$ cat config.mk
export PLATFORM = sky130hd
export DESIGN_NAME = iso_buf_walker
export DESIGN_NICKNAME = d
export VERILOG_FILES = /design/src/rtl/iso_walk_pkg.sv /design/src/rtl/iso_page_table.sv /design/src/rtl/iso_beat_calc.sv /design/src/rtl/iso_rx_babble.sv /design/src/rtl/iso_irq_hold.sv /design/src/rtl/iso_buf_walker.sv
export SDC_FILE = /design/constraint.sdc
export NUM_CORES = 1
export LEC_CHECK = 0
export CAP_MARGIN = 10
export CORE_UTILIZATION = 45
export DETAILED_ROUTE_END_ITERATION = 8
export PLACE_DENSITY = 0.67
export SKIP_LAST_GASP = 1
export SYNTH_ARGS = -nofsm -noshare
export SYNTH_HDL_FRONTEND = slang
export SYNTH_SLANG_ARGS = --single-unit
$ cat constraint.sdc
create_clock -name clk -period 12.3 [get_ports clk]
set_input_delay 2.46 -clock clk [delete_from_list [all_inputs] [get_ports clk]]
set_output_delay 2.46 -clock clk [all_outputs]
set_load 0.01 [all_outputs]
$ cat src/rtl/iso_walk_pkg.sv
package iso_walk_pkg;

    localparam int PTR_W  = 20;
    localparam int OFF_W  = 12;
    localparam int WORD_W = 32;
    localparam int MPS_W  = 11;

    typedef enum logic [1:0] {
        S_IDLE,
        S_CHECK,
        S_MOVE,
        S_FINISH
    } walk_state_t;

    function automatic logic [3:0] lane_mask(input logic [1:0] first, input logic [2:0] count);
        logic [3:0] m;
        m = 4'b0000;
        for (int i = 0; i < 4; i++) begin
            if (i >= int'(first) && i < int'(first) + int'(count)) begin
                m[i] = 1'b1;
            end
        end
        return m;
    endfunction

endpackage

$ cat src/rtl/iso_page_table.sv
module iso_page_table #(
    parameter int NUM_PAGES = 7,
    parameter int PG_W      = 3
) (
    input  logic                             clk,
    input  logic                             rst_n,
    input  logic                             wr_en,
    input  logic [PG_W-1:0]                  wr_idx,
    input  logic [iso_walk_pkg::WORD_W-1:0]  wr_data,
    input  logic [PG_W-1:0]                  rd_idx,
    output logic [iso_walk_pkg::PTR_W-1:0]   rd_base,
    output logic [6:0]                       dev_addr,
    output logic [3:0]                       ep_num,
    output logic                             ep_in,
    output logic [iso_walk_pkg::MPS_W-1:0]   max_pkt
);
    import iso_walk_pkg::*;

    logic [WORD_W-1:0] words [NUM_PAGES];

    for (genvar g = 0; g < NUM_PAGES; g++) begin : g_word
        always_ff @(posedge clk or negedge rst_n) begin
            if (!rst_n) begin
                words[g] <= '0;
            end else if (wr_en && wr_idx == PG_W'(g)) begin
                words[g] <= wr_data;
            end
        end
    end

    always_comb begin
        rd_base = '0;
        for (int i = 0; i < NUM_PAGES; i++) begin
            if (rd_idx == PG_W'(i)) begin
                rd_base = words[i][WORD_W-1:OFF_W];
            end
        end
    end

    assign dev_addr = words[0][6:0];
    assign ep_num   = words[0][11:8];
    assign ep_in    = words[1][11];
    assign max_pkt  = words[1][MPS_W-1:0];

endmodule

$ cat src/rtl/iso_beat_calc.sv
module iso_beat_calc #(
    parameter int LEN_W = 15
) (
    input  logic [iso_walk_pkg::OFF_W-1:0] offset,
    input  logic [LEN_W-1:0]               remain,
    output logic [3:0]                     be,
    output logic [2:0]                     nbytes,
    output logic [iso_walk_pkg::OFF_W-1:0] offset_next,
    output logic                           carry
);
    import iso_walk_pkg::*;

    logic [2:0]     room;
    logic [OFF_W:0] sum;

    always_comb begin
        room        = 3'd4 - {1'b0, offset[1:0]};
        nbytes      = (remain < {{(LEN_W-3){1'b0}}, room}) ? remain[2:0] : room;
        be          = lane_mask(offset[1:0], nbytes);
        sum         = {1'b0, offset} + {{(OFF_W-2){1'b0}}, nbytes};
        offset_next = sum[OFF_W-1:0];
        carry       = sum[OFF_W];
    end

endmodule

$ cat src/rtl/iso_rx_babble.sv
module iso_rx_babble #(
    parameter int CNT_W = 16
) (
    input  logic                           clk,
    input  logic                           rst_n,
    input  logic                           clr,
    input  logic                           count_en,
    input  logic                           rx_valid,
    input  logic [2:0]                     rx_bytes,
    input  logic [iso_walk_pkg::MPS_W-1:0] max_pkt,
    output logic                           babble
);
    import iso_walk_pkg::*;

    logic [CNT_W-1:0] cnt_q;
    logic [CNT_W:0]   sum;
    logic             take;

    always_comb begin
        take = count_en && rx_valid;
        sum  = {1'b0, cnt_q} + {{(CNT_W-2){1'b0}}, rx_bytes};
    end

    always_ff @(posedge clk or negedge rst_n) begin
        if (!rst_n) begin
            cnt_q  <= '0;
            babble <= 1'b0;
        end else if (clr) begin
            cnt_q  <= '0;
            babble <= 1'b0;
        end else if (take) begin
            cnt_q <= sum[CNT_W] ? '1 : sum[CNT_W-1:0];
            if (sum > {{(CNT_W+1-MPS_W){1'b0}}, max_pkt}) begin
                babble <= 1'b1;
            end
        end
    end

    p_babble_sticky_r8: assert property (@(posedge clk) disable iff (!rst_n)
        babble && !clr |=> babble);

    p_babble_needs_in_r8: assert property (@(posedge clk) disable iff (!rst_n)
        $rose(babble) |-> $past(count_en) && $past(rx_valid));

endmodule

$ cat src/rtl/iso_irq_hold.sv
module iso_irq_hold (
    input  logic clk,
    input  logic rst_n,
    input  logic arm,
    input  logic tick,
    output logic irq
);
    logic pending_q;

    always_ff @(posedge clk or negedge rst_n) begin
        if (!rst_n) begin
            pending_q <= 1'b0;
            irq       <= 1'b0;
        end else begin
            irq <= tick && pending_q;
            if (arm) begin
                pending_q <= 1'b1;
            end else if (tick) begin
                pending_q <= 1'b0;
            end
        end
    end

    p_irq_on_tick_r9: assert property (@(posedge clk) disable iff (!rst_n)
        irq |-> $past(tick));

    p_irq_single_r9: assert property (@(posedge clk) disable iff (!rst_n)
        irq && !arm |=> !irq || $past(arm));

endmodule

$ cat src/rtl/iso_buf_walker.sv
module iso_buf_walker #(
    parameter int NUM_PAGES = 7,
    parameter int LEN_W     = 15,
    parameter int MPS_MAX   = 1024,
    parameter int PG_W      = $clog2(NUM_PAGES)
) (
    input  logic             clk,
    input  logic             rst_n,
    input  logic             page_wr_en,
    input  logic [PG_W-1:0]  page_wr_idx,
    input  logic [31:0]      page_wr_data,
    input  logic             slot_start,
    input  logic [PG_W-1:0]  slot_page,
    input  logic [11:0]      slot_offset,
    input  logic [LEN_W-1:0] slot_len,
    input  logic             slot_ioc,
    input  logic             rx_valid,
    input  logic [2:0]       rx_bytes,
    input  logic             thresh_tick,
    output logic             mem_req_valid,
    input  logic             mem_req_ready,
    output logic [31:0]      mem_req_addr,
    output logic [3:0]       mem_req_be,
    output logic [6:0]       ep_dev_addr,
    output logic [3:0]       ep_num,
    output logic             ep_dir_in,
    output logic [10:0]      ep_max_pkt,
    output logic             busy,
    output logic             done,
    output logic [LEN_W-1:0] done_bytes,
    output logic [PG_W-1:0]  done_page,
    output logic             err_page_sel,
    output logic             err_max_pkt,
    output logic             err_page_ovf,
    output logic             err_babble,
    output logic             irq
);
    import iso_walk_pkg::*;

    localparam logic [PG_W-1:0]  LAST_PAGE = PG_W'(NUM_PAGES - 1);
    localparam logic [MPS_W-1:0] MPS_LIM   = MPS_W'(MPS_MAX);

    walk_state_t state_q, state_d;

    logic [PG_W-1:0]  page_q;
    logic [OFF_W-1:0] off_q;
    logic [LEN_W-1:0] remain_q;
    logic [LEN_W-1:0] moved_q;
    logic             ioc_q;
    logic             err_pg_q, err_mps_q, err_ovf_q;

    logic [PTR_W-1:0] base;
    logic [3:0]       be_c;
    logic [2:0]       nbytes;
    logic [OFF_W-1:0] off_next;
    logic             carry;
    logic [LEN_W-1:0] remain_after;
    logic             start_acc, hs, bad_pg, bad_mps, ovf_hit, last_beat, hop;

    iso_page_table #(.NUM_PAGES(NUM_PAGES), .PG_W(PG_W)) u_table (
        .clk      (clk),
        .rst_n    (rst_n),
        .wr_en    (page_wr_en),
        .wr_idx   (page_wr_idx),
        .wr_data  (page_wr_data),
        .rd_idx   (page_q),
        .rd_base  (base),
        .dev_addr (ep_dev_addr),
        .ep_num   (ep_num),
        .ep_in    (ep_dir_in),
        .max_pkt  (ep_max_pkt)
    );

    iso_beat_calc #(.LEN_W(LEN_W)) u_beat (
        .offset      (off_q),
        .remain      (remain_q),
        .be          (be_c),
        .nbytes      (nbytes),
        .offset_next (off_next),
        .carry       (carry)
    );

    iso_rx_babble u_babble (
        .clk      (clk),
        .rst_n    (rst_n),
        .clr      (start_acc),
        .count_en (busy && ep_dir_in),
        .rx_valid (rx_valid),
        .rx_bytes (rx_bytes),
        .max_pkt  (ep_max_pkt),
        .babble   (err_babble)
    );

    iso_irq_hold u_irq (
        .clk   (clk),
        .rst_n (rst_n),
        .arm   (done && ioc_q),
        .tick  (thresh_tick),
        .irq   (irq)
    );

    always_comb begin
        start_acc    = slot_start && (state_q == S_IDLE);
        hs           = (state_q == S_MOVE) && mem_req_ready;
        bad_pg       = page_q > LAST_PAGE;
        bad_mps      = ep_max_pkt > MPS_LIM;
        remain_after = remain_q - {{(LEN_W-3){1'b0}}, nbytes};
        last_beat    = remain_after == '0;
        hop          = carry && !last_beat;
        ovf_hit      = hop && (page_q == LAST_PAGE);
    end

    always_comb begin
        state_d = state_q;
        unique case (state_q)
            S_IDLE:   if (start_acc) state_d = S_CHECK;
            S_CHECK: begin
                if (bad_pg || bad_mps)   state_d = S_IDLE;
                else if (remain_q == '0) state_d = S_FINISH;
                else                     state_d = S_MOVE;
            end
            S_MOVE:   if (hs && (last_beat || ovf_hit)) state_d = S_FINISH;
            S_FINISH: state_d = S_IDLE;
            default:  state_d = S_IDLE;
        endcase
    end

    always_ff @(posedge clk or negedge rst_n) begin
        if (!rst_n) state_q <= S_IDLE;
        else        state_q <= state_d;
    end

    always_ff @(posedge clk or negedge rst_n) begin
        if (!rst_n) begin
            page_q    <= '0;
            off_q     <= '0;
            remain_q  <= '0;
            moved_q   <= '0;
            ioc_q     <= 1'b0;
            err_pg_q  <= 1'b0;
            err_mps_q <= 1'b0;
            err_ovf_q <= 1'b0;
        end else if (start_acc) begin
            page_q    <= slot_page;
            off_q     <= slot_offset;
            remain_q  <= slot_len;
            moved_q   <= '0;
            ioc_q     <= slot_ioc;
            err_pg_q  <= 1'b0;
            err_mps_q <= 1'b0;
            err_ovf_q <= 1'b0;
        end else if (state_q == S_CHECK) begin
            err_pg_q  <= bad_pg;
            err_mps_q <= bad_mps;
        end else if (hs) begin
            remain_q <= remain_after;
            moved_q  <= moved_q + {{(LEN_W-3){1'b0}}, nbytes};
            off_q    <= off_next;
            if (ovf_hit)   err_ovf_q <= 1'b1;
            else if (hop)  page_q    <= page_q + 1'b1;
        end
    end

    always_comb begin
        mem_req_valid = 1'b0;
        busy          = 1'b1;
        done          = 1'b0;
        unique case (state_q)
            S_IDLE:   busy          = 1'b0;
            S_CHECK:  ;
            S_MOVE:   mem_req_valid = 1'b1;
            S_FINISH: done          = 1'b1;
            default:  busy          = 1'b0;
        endcase
        mem_req_addr = {base, off_q[OFF_W-1:2], 2'b00};
        mem_req_be   = be_c;
        done_bytes   = moved_q;
        done_page    = page_q;
        err_page_sel = err_pg_q;
        err_max_pkt  = err_mps_q;
        err_page_ovf = err_ovf_q;
    end

    p_hold_req_r10: assert property (@(posedge clk) disable iff (!rst_n)
        mem_req_valid && !mem_req_ready |=> mem_req_valid && $stable(mem_req_addr) && $stable(mem_req_be));

    p_no_req_bad_pg_r3: assert property (@(posedge clk) disable iff (!rst_n)
        err_page_sel |-> !mem_req_valid && !done);

    p_refuse_mps_r4: assert property (@(posedge clk) disable iff (!rst_n)
        $rose(err_max_pkt) |-> !busy && !mem_req_valid);

    p_be_lanes_r2: assert property (@(posedge clk) disable iff (!rst_n)
        mem_req_valid |-> mem_req_be != 4'b0000);

    p_page_range_r6: assert property (@(posedge clk) disable iff (!rst_n)
        mem_req_valid |-> page_q <= LAST_PAGE);

    p_done_pulse_r7: assert property (@(posedge clk) disable iff (!rst_n)
        done |=> !done && !busy);

    p_ovf_ends_r6: assert property (@(posedge clk) disable iff (!rst_n)
        $rose(err_page_ovf) |-> done);

endmodule

==> impl_metrics.yaml, run 1 <==
status:
  status: "finished, final reports clean"
placed_design:
  placedInstanceArea_um2: 13900
  hpwl_mm: 20.2
  io_buffers: 158
  gp_congestion: 0.883
yosys:
  synthMuxAreaShare_pct: 14.9
  synth_area_um2: 12300
  synth_enable_flop_cells: 0
  ys.flop_type: "dfrtp_1"
  ys_warn_count: 0
  synthSimpleGateAreaFrac_pct: 12.6
  ys_seq_elements: 233
  syn_avg_cell_area_um2: 10.4
  synth-compound-area-share_pct: 13.8
  yosysTopAreaCellShare_pct: 47.4
  async_flop_share_pct: 100
  synth_most_common_cell: "dfrtp_1"
  synth-xor-area-share_pct: 2.07
  synthCells: 1178
  synth_top_area_cell: "dfrtp_1"
  synth_fa_ha_area_share_pct: 3.95
  synth_common_cells: "dfrtp_1, mux2_2, nor2_1, a21oi_1, nand2_1"
  synth_top_family_by_area: "multiplexers"
  ys_top_cells_by_area: "dfrtp_1, mux2_2, a21oi_1, nor2_1, ha_1"
  ys_seq_area_share_pct: 47.4
  synth.distinct_cells: 68
cts:
  cts_made_buffers: 26
  cts_tree: "yes"
  clockRootBuffer: "clkbuf_16"
  path_clk_slew_ns: 0.06
  hold_buffers: 0
  cts_sinks: 233
  cts_buffer_depth: 3
  cts_max_level: 1
  post-cts-setup-buffer-count: 0
  clock_latency_ns: 0.52
  ctsResizeCount: 0
power:
  p_leak_nw: 6.25
  power_density_nw_per_um2: 237
  ir_drop_v: 0.000120
routing:
  routed_wl_mm: 30.7
  via_count: 9390
  drc_errors: 0
  drt_iter0_markers: 775
  vias_per_cell: 5.73
  ant_nets: 0
  wl_per_cell_um: 18.8
  dr.pass1.iters: 7
critical_path:
  required_ns: 9.84
  worstPathMaxFanout: 7
  rr_worst_depth: 20
  cp-start-kind: "flip-flop"
  startpoint: "off_q[0]"
  r2r-end: "done_page[2]"
  crit_path_end_kind: "primary output"
  critical_path_arrival_ns: 5.02
  timing.rr.start: "off_q[0]"
  rrSetupSlack_ns: 6.59
  worst-setup-path-type: "flip-flop to primary output"
cells_and_area:
  drive_above_1_share_pct: 18.0
  area_growth_syn_to_layout_pct: 20.7
  finalInstanceArea_um2: 14800
  final_nets: 1389
  final_util_pct: 55.2
grt:
  grt_usage_pct: 22.2
  grt-ovfl-total: 0
  grt_pass1_wl_mm: 50.4
  grt_max_degree: 108
  antenna_found_initial: 0
  grt_pass1_vias: 9378
floorplan:
  core_area_um2: 26900
  start_util_pct: 45.7
  io_pins: 161
  die-area_um2: 28000
  die_w_um: 167
  rows: 60
  die_h_um: 167
timing:
  maxSlewViolCount: 0
  min_period_over_period_pct: 60.8
  relSlewSlack_pct: 32.4
  rsz0062_at_grt: "false"
  finalSetupViolCount: 0
  timing.fmax_mhz: 134
  min_period_ns: 7.48
  skew_ns: 0.0118
  fin_setup_tns_ns: 0
  worst_slew_pin_slew_ns: 1.01
  hold_viol: 0
min_path:
  min_path_type: "flip-flop to flip-flop"
  hold_path_depth: 1
  whs_endpoint: "u_irq.irq"
  min-delay-start: "u_irq.pending_q"
run:
  cap_violations: 0
==> sequential cells by signal, indices dropped and copies added, names as in the netlist, 3 cells and up, named ones only <==
name and cells:
u_babble.cnt_q 16, u_table.dev_addr 7, u_table.ep_num 4, remain_q 15, off_q 12, done_bytes 15
u_table.max_pkt 11, done_page 3, u_table.words 140
==> power by group <==
part           switching (mW)  internal [mW]  leakage [nW]
Clock                   0.310          0.488         0.443
Combinational           0.855          0.757          2.94
Sequential              0.154          0.957          2.87
Total                    1.32           2.20          6.25
==> layout by cell type (no fill, tap or decap), types with 5 or more instances in the layout <==
| cell type | synthesis | layout |
|---|---|---|
| dfrtp_1 | 233 | 233 |
| clkdlybuf4s50_1 | 0 | 157 |
| mux2_2 | 155 | 155 |
| nor2_1 | 107 | 107 |
| a21oi_1 | 88 | 88 |
| nand2_1 | 77 | 77 |
| o21ai_0 | 43 | 43 |
| inv_1 | 37 | 37 |
| nor3_1 | 39 | 37 |
| ha_1 | 30 | 29 |
| clkbuf_16 | 0 | 27 |
| a211oi_1 | 26 | 26 |
| a222oi_1 | 21 | 21 |
| xor2_1 | 18 | 18 |
| nand3_1 | 16 | 16 |
| buf_4 | 34 | 15 |
| and3_1 | 12 | 12 |
| a31oi_1 | 12 | 12 |
| xnor2_1 | 11 | 11 |
| nor4_1 | 10 | 10 |
| nand4_1 | 10 | 10 |
| or3_1 | 8 | 8 |
| nand2b_1 | 8 | 8 |
| clkbuf_8 | 0 | 8 |
| a21o_1 | 6 | 6 |
| and2_1 | 6 | 6 |
| o211ai_1 | 6 | 6 |
| o21a_1 | 6 | 6 |
| nor3b_1 | 8 | 5 |
| a22oi_1 | 5 | 5 |
| mux2i_1 | 5 | 5 |
| o311ai_0 | 5 | 5 |
| clkinv_2 | 0 | 5 |
==> worst max-delay path by stage <==
stage / endpoint / slack [ns] / cells past startpoint
floorplan: mem_req_be[0] / 6.30 / 14
global placement: mem_req_be[0] / 5.49 / 14
detailed placement: mem_req_be[0] / 5.40 / 15
CTS: mem_req_be[0] / 4.83 / 15
global route: mem_req_be[0] / 4.61 / 14
finish: mem_req_be[0] / 4.82 / 15
==> routing by layer <==
metal	vias up	routed length, µm	track usage, %
met5	-	0	0
li1	4454	-	-
met1	4654	14500	31.0
met4	0	804	6.90
met3	48	1620	3.43
met2	234	13900	35.8
==> through the flow <==
stage | worst slack, ns | hold WS [ns] | std cells | power (mW)
2_1_floorplan | 6.30 | 0.447 | 1179 | 2.15
3_3_place_gp | 5.49 | 0.476 | 1592 | 2.71
3_5_place_dp | 5.40 | 0.475 | 1592 | 2.73
4_1_cts | 4.83 | 0.488 | 1638 | 3.55
5_1_grt | 4.61 | 0.506 | 1638 | 3.76
6_report | 4.82 | 0.485 | 1639 | 3.52
==> worst max-delay path, stage by stage, from the launching register on <==
cell and delay [ns]:
dfrtp_1 0.43, inv_1 0.09, ha_1 0.28, inv_1 0.05, ha_1 0.20, or3b_2 0.46
o211a_2 0.19, nor3_1 0.69, nand2_1 0.11, o21ai_0 0.19, ha_1 0.25, inv_1 0.06
fa_1 0.43, mux2_2 0.33, a31oi_1 0.18, clkdlybuf4s50_1 0.56
==> kinds of logic (layout without fill, tap and decap cells) <==
group / count (synthesis) / count (layout)
AOI/OAI and AO/OA: 254 / 254
xor gates and xnor gates: 29 / 29
adders and majority gates: 37 / 37
buffers and inverters: 138 / 256
DFF: 233 / 233
muxes: 162 / 162
other: 1 / 3
and+or+nand+nor: 324 / 324
==> layout make-up <==
type                       instances  area (µm²)
antenna                            1        2.50
clock buffer                      39         801
clock inverter                     7        85.1
fill                            2370       12000
inverter                          37         139
multi-input combinational        808        5850
sequential                       233        5830
tap                              341         427
timing repair buffer             173        1700
Power figures use the tool's default switching activity.
==> inputs of run 2 (changes only) <==
--- a/config.mk
+++ b/config.mk
@@ -8,7 +8,7 @@
 export CAP_MARGIN = 10
 export CORE_UTILIZATION = 45
 export DETAILED_ROUTE_END_ITERATION = 8
-export PLACE_DENSITY = 0.67
+export PLACE_DENSITY = 0.7
 export SKIP_LAST_GASP = 1
 export SYNTH_ARGS = -nofsm -noshare
 export SYNTH_HDL_FRONTEND = slang
==> constraint.sdc (replaced) <==
create_clock -name clk -period 6.15 [get_ports clk]
set_input_delay 1.23 -clock clk [delete_from_list [all_inputs] [get_ports clk]]
set_output_delay 1.23 -clock clk [all_outputs]
set_load 0.01 [all_outputs]
==> run 2 against run 1 <==
Against the previous run:
- final cell count rose by 0.18%
- largest power group unchanged
- utilization barely moved
- hold slack got worse by 0.0049 ns
- highest routed layer unchanged
==> impl_metrics.yaml, run 2 (synthesis gave the netlist of run 1 again) <==
floorplan:
  die_w_um: 167
  die-area_um2: 28000
  die_h_um: 167
  rows: 60
  io_pins: 161
  core_area_um2: 26900
  start_util_pct: 45.7
grt:
  grt_pass1_vias: 9607
  grt_usage_pct: 22.5
  grt-ovfl-total: 0
  grt_max_degree: 136
  grt_pass1_wl_mm: 51.1
  antenna_found_initial: 1
min_path:
  min_path_type: "flip-flop to flip-flop"
cts:
  cts_made_buffers: 26
  hold_buffers: 0
  cts_buffer_depth: 3
  path_clk_slew_ns: 0.06
  post-cts-setup-buffer-count: 0
  cts_sinks: 233
  clock_latency_ns: 0.53
  cts_tree: "yes"
  cts_max_level: 1
  clockRootBuffer: "clkbuf_16"
routing:
  wl_per_cell_um: 19.1
  drc_errors: 0
  vias_per_cell: 5.79
  dr.pass1.iters: 8
  drt_iter0_markers: 735
  routed_wl_mm: 31.4
  ant_nets: 0
  via_count: 9513
placed_design:
  hpwl_mm: 20.7
  gp_congestion: 0.917
  io_buffers: 158
  place_ws_ns: 0.897
cells_and_area:
  final_common_cell: "dfrtp_1"
  multi_input_comb_area_um2: 5860
  final_cell_mix: "dfrtp_1, clkdlybuf4s50_1, mux2_2"
  regArea_um2: 5830
  top_regs: "u_table.words (140), u_babble.cnt_q (16)"
  drive_above_1_share_pct: 18.1
  final_nets: 1393
  largest_register: "u_table.words"
  largest_reg_flops: 140
  area_growth_syn_to_layout_pct: 20.6
  fillerInstances: 2343
timing:
  min_period_ns: 5.81
  hold_viol: 0
  rsz0062_at_grt: "false"
  maxSlewViolCount: 0
  timing.hold.ws_ns: 0.480
  worst_slack_ns: 0.340
  worst_slew_pin_slew_ns: 1.10
  min_period_over_period_pct: 94.5
  timing.fmax_mhz: 172
  skew_ns: 0.0251
  finalSetupViolCount: 0
  relSlewSlack_pct: 26.5
  fin_setup_tns_ns: 0
power:
  p_leak_nw: 6.24
  power_density_nw_per_um2: 471
  ir_drop_v: 0.000220
  finalPower_mw: 6.99
critical_path:
  crit_slowest_cell: "clkdlybuf4s50_1"
  cp-start-kind: "flip-flop"
  required_ns: 4.92
  crit_path_end_kind: "primary output"
  rrSetupSlack_ns: 0.92
  crit_top_cell: "inv_1"
  worstPathCellList: "inv_1, ha_2, inv_1, ha_1, or3b_2, o211a_2, nor3_1, buf_4, nand2_1, o21ai_1, ha_2, inv_1, fa_1, mux2_2, a2bb2oi_1, clkdlybuf4s50_1"
  worst-setup-path-type: "flip-flop to primary output"
  critical_path_arrival_ns: 4.58
  critPathMaxStageDelay_ns: 0.55
  critPathTopFamily: "adder cells"
  worstPathMaxFanout: 7
  crit_buf_inv: 5
run:
  cap_violations: 0
status:
  status: "finished, final reports clean"
## run 2: cell count changes in the layout (fill, tap and decap cells not counted), moves of 2 or more
cell       change
bufinv_16      -2
clkinv_2       -4
clkbuf_1       +3
buf_4          +3
## run 2: worst reg2reg max path, delay by kind of cell (launching register included)
family / cells / cell delay (ns)
compound gates: 6 / 1.81
fa+ha+maj: 3 / 0.78
buf+inv: 4 / 0.51
flops: 1 / 0.37
mux: 2 / 0.44
simple gates: 5 / 1.20
## run 2: area by class of cell
cell class              count  share of cell area, %
clock inverters             3                  0.194
well taps                 341                   2.88
flip-flops and latches    233                   39.3
clock buffers              42                   5.40
inverters                  37                  0.937
multi-input cells         808                   39.5
repair buffers            177                   11.7
diodes                      1                 0.0169
## run 2: where the power goes
part | internal, mW | leakage (nW) | switching [mW]
registers | 1.91 | 2.87 | 0.328
clock network | 0.884 | 0.404 | 0.612
logic | 1.53 | 2.97 | 1.72
## run 2: final timing paths
| path | startpoint | depth (start not counted) | to |
|---|---|---|---|
| setup / recovery | off_q[1] | 16 | mem_req_be[1] |
| hold / removal | ioc_q | 2 | ioc_q |
| setup reg to reg | off_q[1] | 20 | done_page[2] |
| hold reg to reg | ioc_q | 2 | ioc_q |
| max in group asynchronous | rst_n | 2 | u_table.max_pkt[6] |
| min in group asynchronous | rst_n | 1 | u_table.words[15] |
## run 2: metal layers
layer	up-vias	global-route usage, %	wire, µm
met1	4748	30.5	14300
met4	0	6.58	667
met5	-	0	0
li1	4444	-	-
met3	49	3.47	1630
met2	272	37.3	14800
## run 2: per-stage QoR
step / util, % / cell area (µm²) / instances
floorplan: - / 12300 / 1179
global placement: 52.1 / 14000 / 1596
detailed placement: 52.1 / 14000 / 1596
CTS: 55.1 / 14800 / 1641
global route: 55.2 / 14800 / 1641
finish: 55.2 / 14800 / 1642
## run 2: repair_timing
| item | 4_1_cts | 5_1_grt |
|---|---|---|
| setup endpoints to repair | 0 | 1 |
| resized for setup | 0 | 4 |
| endpoints found under the hold margin | 0 | 0 |
